`config.mk`:
```
export PLATFORM = sky130hd
export DESIGN_NAME = sclk_gen
export DESIGN_NICKNAME = d
export VERILOG_FILES = /design/src/rtl/sclk_pkg.sv /design/src/rtl/sclk_cfg.sv /design/src/rtl/sclk_accum.sv /design/src/rtl/sclk_gen.sv
export SDC_FILE = /design/constraint.sdc
export NUM_CORES = 1
export LEC_CHECK = 0
export BUFFER_PORTS_ARGS = -buffer_cell sky130_fd_sc_hd__buf_2
export CAP_MARGIN = 10
export CORE_MARGIN = 2
export CORE_UTILIZATION = 35
export DETAILED_ROUTE_END_ITERATION = 12
export PLACE_DENSITY = 0.61
export SYNTH_ARGS = -nofsm -noshare
export SYNTH_HDL_FRONTEND = slang
export SYNTH_HIERARCHICAL = 1
export SYNTH_SLANG_ARGS = --single-unit
```
`constraint.sdc`:
```
create_clock -name clk -period 5.4 [get_ports clk]
set_clock_uncertainty 0.15 [all_clocks]
set_input_delay 1.08 -clock clk [delete_from_list [all_inputs] [get_ports clk]]
set_output_delay 1.08 -clock clk [all_outputs]
set_load 0.05 [all_outputs]
```
`src/rtl/sclk_pkg.sv`:
```
package sclk_pkg;
  localparam int FIELD_W = 16;
  localparam int CFG_W   = 2 * FIELD_W;

  typedef struct packed {
    logic               msel;   // 1: 44.1k family, 0: 48k family
    logic [FIELD_W-1:0] inc;
    logic [FIELD_W-1:0] mod;
  } chan_cfg_t;

  // modulus is carried as (inc - mod - 1); invert that relation
  function automatic logic [FIELD_W-1:0] mod_from_field(
      input logic [FIELD_W-1:0] inc, input logic [FIELD_W-1:0] field);
    return inc - field - FIELD_W'(1);
  endfunction
endpackage

```
`src/rtl/sclk_cfg.sv`:
```
module sclk_cfg
  import sclk_pkg::*;
#(
  parameter int SEL_W = 2,
  parameter int CH    = 0
) (
  input  logic             clk,
  input  logic             rst_n,
  input  logic             we,
  input  logic [SEL_W-1:0] sel,
  input  logic [CFG_W-1:0] wdata,
  output chan_cfg_t        cfg_o,
  output logic             clr_o
);
  localparam int CH_W = SEL_W - 1;

  logic             msel_q;
  logic [CFG_W-1:0] word_q;
  logic             hit;
  logic             msel_wr;
  logic             word_wr;

  assign hit     = we && (sel[SEL_W-1:1] == CH_W'(CH));
  assign msel_wr = hit && !sel[0];
  assign word_wr = hit && sel[0];

  always_ff @(posedge clk) begin
    if (!rst_n) begin
      msel_q <= 1'b0;
      word_q <= '0;
    end else begin
      if (msel_wr) msel_q <= wdata[0];
      if (word_wr) word_q <= wdata;
    end
  end

  assign cfg_o.msel = msel_q;
  assign cfg_o.inc  = word_q[FIELD_W-1:0];
  assign cfg_o.mod  = mod_from_field(word_q[FIELD_W-1:0], word_q[CFG_W-1:FIELD_W]);
  assign clr_o      = hit;

  assert_word_load_R2: assert property (@(posedge clk) disable iff (!rst_n)
    word_wr |=> (word_q == $past(wdata)));
  assert_msel_load_R2: assert property (@(posedge clk) disable iff (!rst_n)
    msel_wr |=> (msel_q == $past(wdata[0])));
  assert_word_hold_R7: assert property (@(posedge clk) disable iff (!rst_n)
    !word_wr |=> $stable(word_q));
endmodule

```
`src/rtl/sclk_accum.sv`:
```
module sclk_accum
  import sclk_pkg::*;
(
  input  logic      clk,
  input  logic      rst_n,
  input  chan_cfg_t cfg,
  input  logic      clr,
  input  logic      tick_hi,
  input  logic      tick_lo,
  output logic      strobe
);
  logic [FIELD_W-1:0] acc_q;
  logic [FIELD_W:0]   sum;
  logic               tick_hit;
  logic               small_mod;
  logic               wrap_hit;

  assign tick_hit  = cfg.msel ? tick_hi : tick_lo;
  assign small_mod = (cfg.mod <= cfg.inc);
  assign sum       = {1'b0, acc_q} + {1'b0, cfg.inc};
  assign wrap_hit  = small_mod || (sum >= {1'b0, cfg.mod});

  always_ff @(posedge clk) begin
    if (!rst_n) begin
      acc_q  <= '0;
      strobe <= 1'b0;
    end else if (clr) begin
      acc_q  <= '0;
      strobe <= 1'b0;
    end else if (tick_hit) begin
      strobe <= wrap_hit;
      if (small_mod)     acc_q <= '0;
      else if (wrap_hit) acc_q <= FIELD_W'(sum - {1'b0, cfg.mod});
      else               acc_q <= FIELD_W'(sum);
    end else begin
      strobe <= 1'b0;
    end
  end

  assert_strobe_after_tick_R9: assert property (@(posedge clk) disable iff (!rst_n)
    strobe |-> $past(tick_hit && !clr));
  assert_acc_below_mod_R5: assert property (@(posedge clk) disable iff (!rst_n)
    !small_mod |-> (acc_q < cfg.mod));
  assert_write_clears_R6: assert property (@(posedge clk) disable iff (!rst_n)
    clr |=> (acc_q == '0 && !strobe));
  assert_small_mod_every_tick_R8: assert property (@(posedge clk) disable iff (!rst_n)
    (small_mod && tick_hit && !clr) |=> (strobe && acc_q == '0));
endmodule

```
`src/rtl/sclk_gen.sv`:
```
module sclk_gen
  import sclk_pkg::*;
#(
  parameter int NCHAN = 2,
  parameter int SEL_W = $clog2(NCHAN) + 1
) (
  input  logic             clk,
  input  logic             rst_n,
  input  logic             tick_44k1,
  input  logic             tick_48k,
  input  logic             cfg_we,
  input  logic [SEL_W-1:0] cfg_sel,
  input  logic [31:0]      cfg_wdata,
  output logic [NCHAN-1:0] sample_strobe
);
  chan_cfg_t      ch_cfg [NCHAN];
  logic [NCHAN-1:0] ch_clr;

  for (genvar g = 0; g < NCHAN; g++) begin : g_chan
    sclk_cfg #(.SEL_W(SEL_W), .CH(g)) u_cfg (
      .clk   (clk),
      .rst_n (rst_n),
      .we    (cfg_we),
      .sel   (cfg_sel),
      .wdata (cfg_wdata),
      .cfg_o (ch_cfg[g]),
      .clr_o (ch_clr[g])
    );
    sclk_accum u_acc (
      .clk     (clk),
      .rst_n   (rst_n),
      .cfg     (ch_cfg[g]),
      .clr     (ch_clr[g]),
      .tick_hi (tick_44k1),
      .tick_lo (tick_48k),
      .strobe  (sample_strobe[g])
    );
  end

  assert_one_target_R7: assert property (@(posedge clk) disable iff (!rst_n)
    $onehot0(ch_clr));
endmodule

```
-- After elaboration in Yosys (flattened, before gate mapping)
Cells that the tools add are included.
- $add $sub $neg: 8
- $lt $le $gt $ge: 4
- mux-type cells: 6
- bitwise operators: 4
- reductions and logical operators: 13
- operators with widths (cell ; number):
    2-to-1 mux 16 bit ; 4
    subtractor 16 bit ; 4
    adder 16 x 16 -> 17 bit ; 2
    greater-or-equal comparator 17 x 16 -> 1 bit ; 2
    less-or-equal comparator 16 bit ; 2
    subtractor 16 x 1 -> 16 bit, second input constant ; 2
    logical AND 1 bit ; 6
    OR reduction 3 bit ; 2
    inverter 1 bit ; 4
    OR reduction 2 bit ; 2
    logical OR 1 bit ; 2
    2-to-1 mux 1 bit ; 2
    logical NOT 1 bit ; 1
- flip-flop bits (word level): 100
- input port bits: 39
- output and inout port bits: 2
- logic and storage cells: 43

-- Logic depth before layout (Yosys ltp)
Gate-level depths: netlist (run 1).
- depth in word-level cells: 6
- mapped depth: 21
- depth with buffers taken out: 19

-- Hierarchy
The synthesis (run 1) kept the hierarchy.
- modules (own cells, without submodules) (module ; instances ; cells an instance ; area each (sq um) ; seq. area each (sq um)):
    sclk_accum at g_chan[0].u_acc ; 1 ; 333 ; 2625.0 ; 340.3
    sclk_accum at g_chan[1].u_acc ; 1 ; 334 ; 2568.7 ; 340.3
    sclk_cfg at g_chan[0].u_cfg ; 1 ; 286 ; 2222.1 ; 660.6
    sclk_cfg at g_chan[1].u_cfg ; 1 ; 262 ; 2107.0 ; 660.6

-- Least setup slack after synthesis (run 1)
OpenSTA, ideal clock, no wires.
- path kind: register to register
- start point: register g_chan[1].u_cfg.word_q[0]
- end point: register g_chan[1].u_acc.acc_q[4]
- library setup time: 0.117 ns
- data arrival time: 4.133 ns
- data required time: 5.133 ns
- path slack: 1.001 ns
- stages on the path, launching flop included: 19
- path buffers: 0
- clock period less this slack: 4.399 ns
- cells stage by stage: dfxtp_1 > ha_1 > inv_1 > fa_1 > and2b_1 > o211ai_2 > a31oi_4 > a41oi_4 > a21oi_2 > xor2_1 > inv_1 > ha_1 > nand4_1 > o21bai_1 > a31oi_1 > o311a_1 > a2111oi_4 > mux2_2 > a22o_1
- RTL lines (item ; line ; source):
    start, declared ; sclk_cfg.sv:18 ; logic [CFG_W-1:0] word_q;
    start signal, assigned ; sclk_cfg.sv:33 ; if (word_wr) word_q <= wdata;
    end signal, assigned ; sclk_accum.sv:33 ; else if (wrap_hit) acc_q <= FIELD_W'(sum - {1'b0, cfg.mod});
    end signal, assigned ; sclk_accum.sv:34 ; else acc_q <= FIELD_W'(sum);
    end, declared ; sclk_accum.sv:12 ; logic [FIELD_W-1:0] acc_q;

==> out/summary.txt, run 1 <==
Cts hold-fix bufs - 0
R2R Setup Slk - 0.30 ns
Initial Utilization - 0.3553
Total leakage power - 4.395 nW
Vias in the first global route - 7598
DIE WIDTH - 169.0 um
Avg Synthesized Cell Area - 7.838 um^2
GPL Wtd Cong - 0.8399
Post-Syn Nets - 1386
Vias - 7966
Drt pass-1 iters - 5
Antenna cells - 0
Final Critical Period - 5.095 ns
Total die area - 0.02854 mm^2
Number of remaining DRC errors - 0
Post-Synth XOR/XNOR Area - 0.06806
Crit share post-route - 0.9436
Sequential share of the synthesized area - 0.2102
Vias/cell - 5.133
Outcome - finished, final reports clean
Synth Warn # - 6
Post_cts resized - 0
CTS Buf Count - 9
Sequential cell area - 0.002002 mm^2
Fin. Hold Viols - 0
Worst-path fanout max - 15
Largest net degree at the start of global routing - 48
P_int - 0.001569 W
Compound-cell area share of the yosys netlist - 0.2393
Crit start category - flop
Clock sinks - 100
Routed WL - 22150 um
Least-Margin Pin Slew - 1.173 ns
GRT Util Overall - 0.1568
Routed Antenna Nets - 0
Clk buf depth - 2
Synth top area share - 0.2102
Synth cell count leaders - nand2_1, ha_1, inv_1
Worst VDD drop - 0.1333 mV
Worst EP arrival - 5.24 ns
# rows - 60
Largest area contributor in the netlist - dfxtp_1
Total global routing overflow - 0
Max Freq - 0.1963 GHz
Max H-tree Level - 3
Clock Power Share - 0.253
Max Cap Viol - 0
Comb pwr share - 0.430
Max-slew violations - 0
Height of the die - 169.0 um
Yosys reg bits - 100
Hpwl dp - 18020 um
Root Buffer - clkbuf_16
TritonCTS clock tree - yes
Final net count - 1377
Share of layout cells above drive strength 1 - 0.08423
Filler cells - 2805
TNS Setup - 0 ns
Sw Share - 0.3838
Overall power - 0.002546 W
Clock latency reported for the late side of the worst-skew pair - 0.35 ns
Primary FF master, synth - dfxtp_1
Worst Hold Class - flop to flop
Core ar. - 0.02680 mm^2
IO Count - 41
RSZ-0062 raised after global routing - false
Area Overhead vs Synth - 5.690%
Post-synthesis instance area - 0.009523 mm^2
Sequential power share - 0.317
Multi-input gate area - 0.006651 mm^2
Antenna violations before repair - 1
Asr flop ratio synth - 0
Count leader, synth - nand2_1
Top post-synthesis cells by area - dfxtp_1, ha_1, nand2_1
Sw power - 0.0009772 W
Synth Area in Adders - 0.1782
Initial DRC count - 386
Kind of critical path - flop to flop
Required @ worst endpoint - 5.55 ns
# setup viols final - 0
Setup Fix Bufs, Post-CTS - 0
Slew margin rel. - 0.2182
Clk slew on worst S/H paths - 0.08 ns
Global-route wire length before repair - 36520 um
PD cells - 252.9 mW/mm^2
Setup crit end kind - flop
DR WL/cell - 14.27 um
Post-synthesis mux area share - 0.03009
Largest family of logic cells by synthesized area - compound AO/OA/AOI/OAI gates
Simple-gate share of the synthesized area - 0.1818
Synthesized instance count - 1215
EDFF count, synth - 0
Cell variety after synth - 82
IO Port Bufs - 40
[registers in the layout, summed over array words and instances (netlist names)]
register             count
g_chan.u_acc/acc_q      32
g_chan.u_acc/strobe      2
g_chan.u_cfg/msel_q      2
g_chan.u_cfg/word_q     64
[worst paths after layout]
kind | from | to | depth (start not counted)
min reg2reg | g_chan[0].u_acc/acc_q[0] | g_chan[0].u_acc/acc_q[0] | 2
max | g_chan[1].u_cfg/word_q[0] | g_chan[1].u_acc/acc_q[12] | 18
max reg2reg | g_chan[1].u_cfg/word_q[0] | g_chan[1].u_acc/acc_q[12] | 18
min | g_chan[0].u_acc/acc_q[0] | g_chan[0].u_acc/acc_q[0] | 2
[layout make-up]
| cell class | count | area share |
|---|---|---|
| clock buffers | 9 | 0.02238 |
| clock inverters | 7 | 0.006340 |
| inverters | 122 | 0.04550 |
| multi-input cells | 928 | 0.6609 |
| flip-flops and latches | 100 | 0.1989 |
| well taps | 341 | 0.04239 |
| repair buffers | 45 | 0.02362 |
[power groups by stage]
stage	combinational, W	clock, W	sequential, W
floorplan	0.000890	0	0.000819
global placement	0.00107	0	0.000825
detailed placement	0.00109	0	0.000825
CTS	0.00110	0.000665	0.000808
global route	0.00123	0.000698	0.000813
finish	0.00109	0.000644	0.000807
[critical path, cell delays in order (launching register included)]
cell	delay, ns
dfxtp_1	0.39
ha_1	0.24
inv_1	0.07
fa_1	0.40
and2b_1	0.24
o211ai_2	0.11
a31oi_4	0.27
a41oi_4	0.19
o21ai_2	0.16
xor2_1	0.25
ha_1	0.20
nand4_1	0.21
or4_1	0.51
a21o_1	0.19
o211ai_1	0.09
o21ai_1	0.21
or2_2	0.49
or4_1	0.57
nand3_1	0.08
[cell usage in the layout (no fill, tap or decap), types with 5 or more instances in the layout]
cell type / netlist / layout
nand2_1: 200 / 200
ha_1: 126 / 126
inv_1: 122 / 122
dfxtp_1: 100 / 100
a21oi_1: 76 / 76
a21boi_0: 63 / 63
xnor2_1: 53 / 53
nor2_1: 52 / 52
buf_2: 1 / 40
o21ai_0: 35 / 35
o21ai_1: 25 / 25
mux2i_1: 23 / 23
nand3_1: 21 / 21
xor2_1: 21 / 21
nor2b_1: 20 / 20
a21o_1: 19 / 19
nor3_1: 14 / 14
nand4_1: 13 / 13
o21a_1: 11 / 11
and3_1: 10 / 10
clkbuf_16: 0 / 9
nand2b_1: 8 / 8
and2_1: 7 / 7
nand3b_1: 6 / 6
a211oi_1: 6 / 6
fa_1: 6 / 6
or2_2: 5 / 5
o21bai_1: 5 / 5
o211ai_1: 5 / 5
a31oi_1: 5 / 5
buf_4: 39 / 5
a21boi_1: 5 / 5
[through the flow]
stage                     setup slack [ns]  area (um^2)  std cells  utilization  hold WS (ns)
final                               0.3046        10060       1552       0.3755        0.3041
after floorplan                      1.001         9523       1215            -        0.2790
after CTS                           0.2942        10060       1552       0.3755        0.3084
after global placement              0.3582         9776       1536       0.3648        0.2968
after detailed placement            0.3391         9776       1536       0.3648        0.2986
after global routing               0.02151        10060       1552       0.3755        0.3306
[per-layer routing]
layer / vias up / global-route usage / part of all wire
li1: 4162 / - / -
met1: 3681 / 0.2300 / 0.53
met2: 109 / 0.2445 / 0.43
met3: 14 / 0.01543 / 0.029
met4: 0 / 0.04123 / 0.011
met5: - / 0 / 0
[kinds of logic (layout without fill, tap and decap cells)]
kind of cell | Yosys count | count (layout)
AO/OA/AOI/OAI | 318 | 318
XOR/XNOR | 74 | 74
adder cells (fa/ha/maj) | 132 | 132
buffers and inverters | 187 | 183
flip-flops | 100 | 100
multiplexers | 28 | 28
AND/OR/NAND/NOR | 376 | 376
Power figures use the tool's default switching activity.
==> run 2, diff against run 1 <==
--- a/config.mk
+++ b/config.mk
@@ -8,7 +8,7 @@
 export BUFFER_PORTS_ARGS = -buffer_cell sky130_fd_sc_hd__buf_2
 export CAP_MARGIN = 10
 export CORE_MARGIN = 2
-export CORE_UTILIZATION = 35
+export CORE_UTILIZATION = 47
 export DETAILED_ROUTE_END_ITERATION = 12
 export PLACE_DENSITY = 0.61
 export SYNTH_ARGS = -nofsm -noshare
==> run 2 against run 1 <==
Setup slack better by 0.13 ns; via count is 0.85% higher; power is 2.3% higher; register-to-register slack better by 0.13 ns; utilization is 12 points higher; non-clock buffer count stayed put; critical path type unchanged; largest cell class unchanged; largest power group unchanged; highest routed layer unchanged.
==> out/summary.txt, run 2 (synthesized netlist as in run 1, its figures left out) <==
Outcome - finished, final reports clean
Vias/cell - 5.421 (+5.6%)
Share of layout cells above drive strength 1 - 0.08423 (unchanged)
Number of remaining DRC errors - 0 (unchanged)
DIE WIDTH - 146.3 um (-13%)
# setup viols final - 0 (unchanged)
Required @ worst endpoint - 5.50 ns (-0.05 ns)
Routed Antenna Nets - 0 (unchanged)
Antenna violations before repair - 1 (unchanged)
Clock sinks - 100 (unchanged)
Total die area - 0.02142 mm^2 (-25%)
Max incr delay on CP - 0.75 ns (+0.18 ns)
Most common cell after layout, fill and taps aside - nand2_1
Height of the die - 146.3 um (-13%)
Largest net degree at the start of global routing - 51 (+6.3%)
CP most frequent cell - inv_1
Initial DRC count - 377 (-2.3%)
Clk slew on worst S/H paths - 0.08 ns (about the same)
TNS Setup - 0 ns (unchanged)
Crit share post-route - 0.9194 (-0.02423)
Clock latency reported for the late side of the worst-skew pair - 0.36 ns (about the same)
Slew margin rel. - 0.2272 (+0.009067)
Root Buffer - clkbuf_16
Total leakage power - 4.399 nW (+0.11%)
Vias in the first global route - 7626 (+0.37%)
Worst path slowest cell - a221o_1
Max-slew violations - 0 (unchanged)
RSZ-0062 raised after global routing - false
Final Hold Slack - 0.3023 ns (-0.001818 ns)
Cts hold-fix bufs - 0 (unchanged)
Drt pass-1 iters - 5 (unchanged)
Largest registers - g_chan.u_cfg/word_q: 64 flops, g_chan.u_acc/acc_q: 32 flops
Initial Utilization - 0.4752 (+0.1199)
Post_cts resized - 0 (unchanged)
Total global routing overflow - 0 (unchanged)
Fin. Hold Viols - 0 (unchanged)
Routed WL - 22240 um (+0.40%)
Crit start category - flop
Setup Fix Bufs, Post-CTS - 0 (unchanged)
DR WL/cell - 15.01 um (+5.1%)
Final Critical Period - 4.965 ns (-0.1308 ns)
Filler cells - 2079 (-26%)
Max reg flops - 64 (unchanged)
CTS Buf Count - 9 (unchanged)
Overall power - 0.002604 W (+2.3%)
Setup crit end kind - flop
Worst-path fanout max - 19 (+4)
Max Cap Viol - 0 (unchanged)
Top reg by flops - g_chan.u_cfg/word_q
Worst EP arrival - 5.06 ns (-0.18 ns)
Area Overhead vs Synth - 4.953%
GPL Wtd Cong - 0.8529 (+1.5%)
Max Freq - 0.2014 GHz (+2.6%)
Core ar. - 0.02004 mm^2 (-25%)
TritonCTS clock tree - yes
Vias - 8034 (+0.85%)
IO Count - 41 (unchanged)
PD cells - 260.5 mW/mm^2 (+3.0%)
Hpwl dp - 17840 um (-0.98%)
Clk buf depth - 2 (unchanged)
# rows - 52 (-13%)
Critical-path cell list - ha_1 > inv_1 > fa_1 > nor2b_4 > o21bai_4 > a21oi_1 > nor2_1 > xnor2_1 > inv_1 > ha_1 > a21o_1 > a21o_1 > a221oi_1 > inv_1 > a31o_1 > a221o_1 > nor2b_1 > a221o_1
Max H-tree Level - 3 (unchanged)
Least-Margin Pin Slew - 1.154 ns (-0.01866 ns)
Worst VDD drop - 0.1341 mV (+0.66%)
Final net count - 1377 (unchanged)
GRT Util Overall - 0.2122 (+0.05540)
IO Port Bufs - 40 (unchanged)
Global-route wire length before repair - 37290 um (+2.1%)
Worst Hold Class - flop to flop
Most frequent cells in the layout - nand2_1, ha_1, inv_1
Kind of critical path - flop to flop
==> run 2: final timing paths <==
kind                                    end  cells past startpoint  slack (ns)                       from
setup / recovery  g_chan[0].u_acc/acc_q[11]                     18        0.44  g_chan[0].u_cfg/word_q[0]
hold / removal     g_chan[0].u_acc/acc_q[0]                      2        0.30   g_chan[0].u_acc/acc_q[0]
setup reg to reg  g_chan[0].u_acc/acc_q[11]                     18        0.44  g_chan[0].u_cfg/word_q[0]
hold reg to reg    g_chan[0].u_acc/acc_q[0]                      2        0.30   g_chan[0].u_acc/acc_q[0]
==> run 2: worst max-delay path: cells and delay by family (launching register included) <==
kind                     cells  cell delay (ns)
XOR/XNOR                     1             0.20
flip-flops                   1             0.39
AO/OA/AOI/OAI                8             2.38
adder cells (fa/ha/maj)      3             0.97
buffers and inverters        3             0.19
AND/OR/NAND/NOR              3             0.56
==> run 2: cell type report <==
| cell class | instances | area, um^2 | share of cell area |
|---|---|---|---|
| Timing Repair Buffer | 45 | 237.7 | 0.02379 |
| Multi-Input combinational cell | 928 | 6651 | 0.6655 |
| Antenna cell | 1 | 2.502 | 0.0002504 |
| Tap cell | 270 | 337.8 | 0.03380 |
| Inverter | 122 | 457.9 | 0.04582 |
| Sequential cell | 100 | 2002 | 0.2003 |
| Clock buffer | 9 | 225.2 | 0.02253 |
| Clock inverter | 7 | 80.08 | 0.008012 |
==> run 2: routing by layer <==
metal	vias up	global-route usage	wire (um)
met5	-	0	0
met4	0	0.05388	297
met3	18	0.02656	670
met2	135	0.3241	9370
met1	3716	0.3162	11900
li1	4165	-	-
==> run 2: metrics by stage <==
step                worst slack (ns)  cell area [um^2]  cells    util
finish                        0.4355              9995   1482  0.4988
global route                 0.07044              9995   1482  0.4988
CTS                           0.4748              9992   1481  0.4986
floorplan                      1.001              9523   1215       -
detailed placement            0.5163              9687   1465  0.4834
global placement              0.5360              9687   1465  0.4834
==> run 2: report_power, final <==
group | total (W) | internal [W] | switching, W
clock network | 0.000693 | 0.000367 | 0.000326
logic | 0.00110 | 0.000471 | 0.000633
registers | 0.000807 | 0.000778 | 0.0000292
total | 0.00260 | 0.00162 | 0.000988
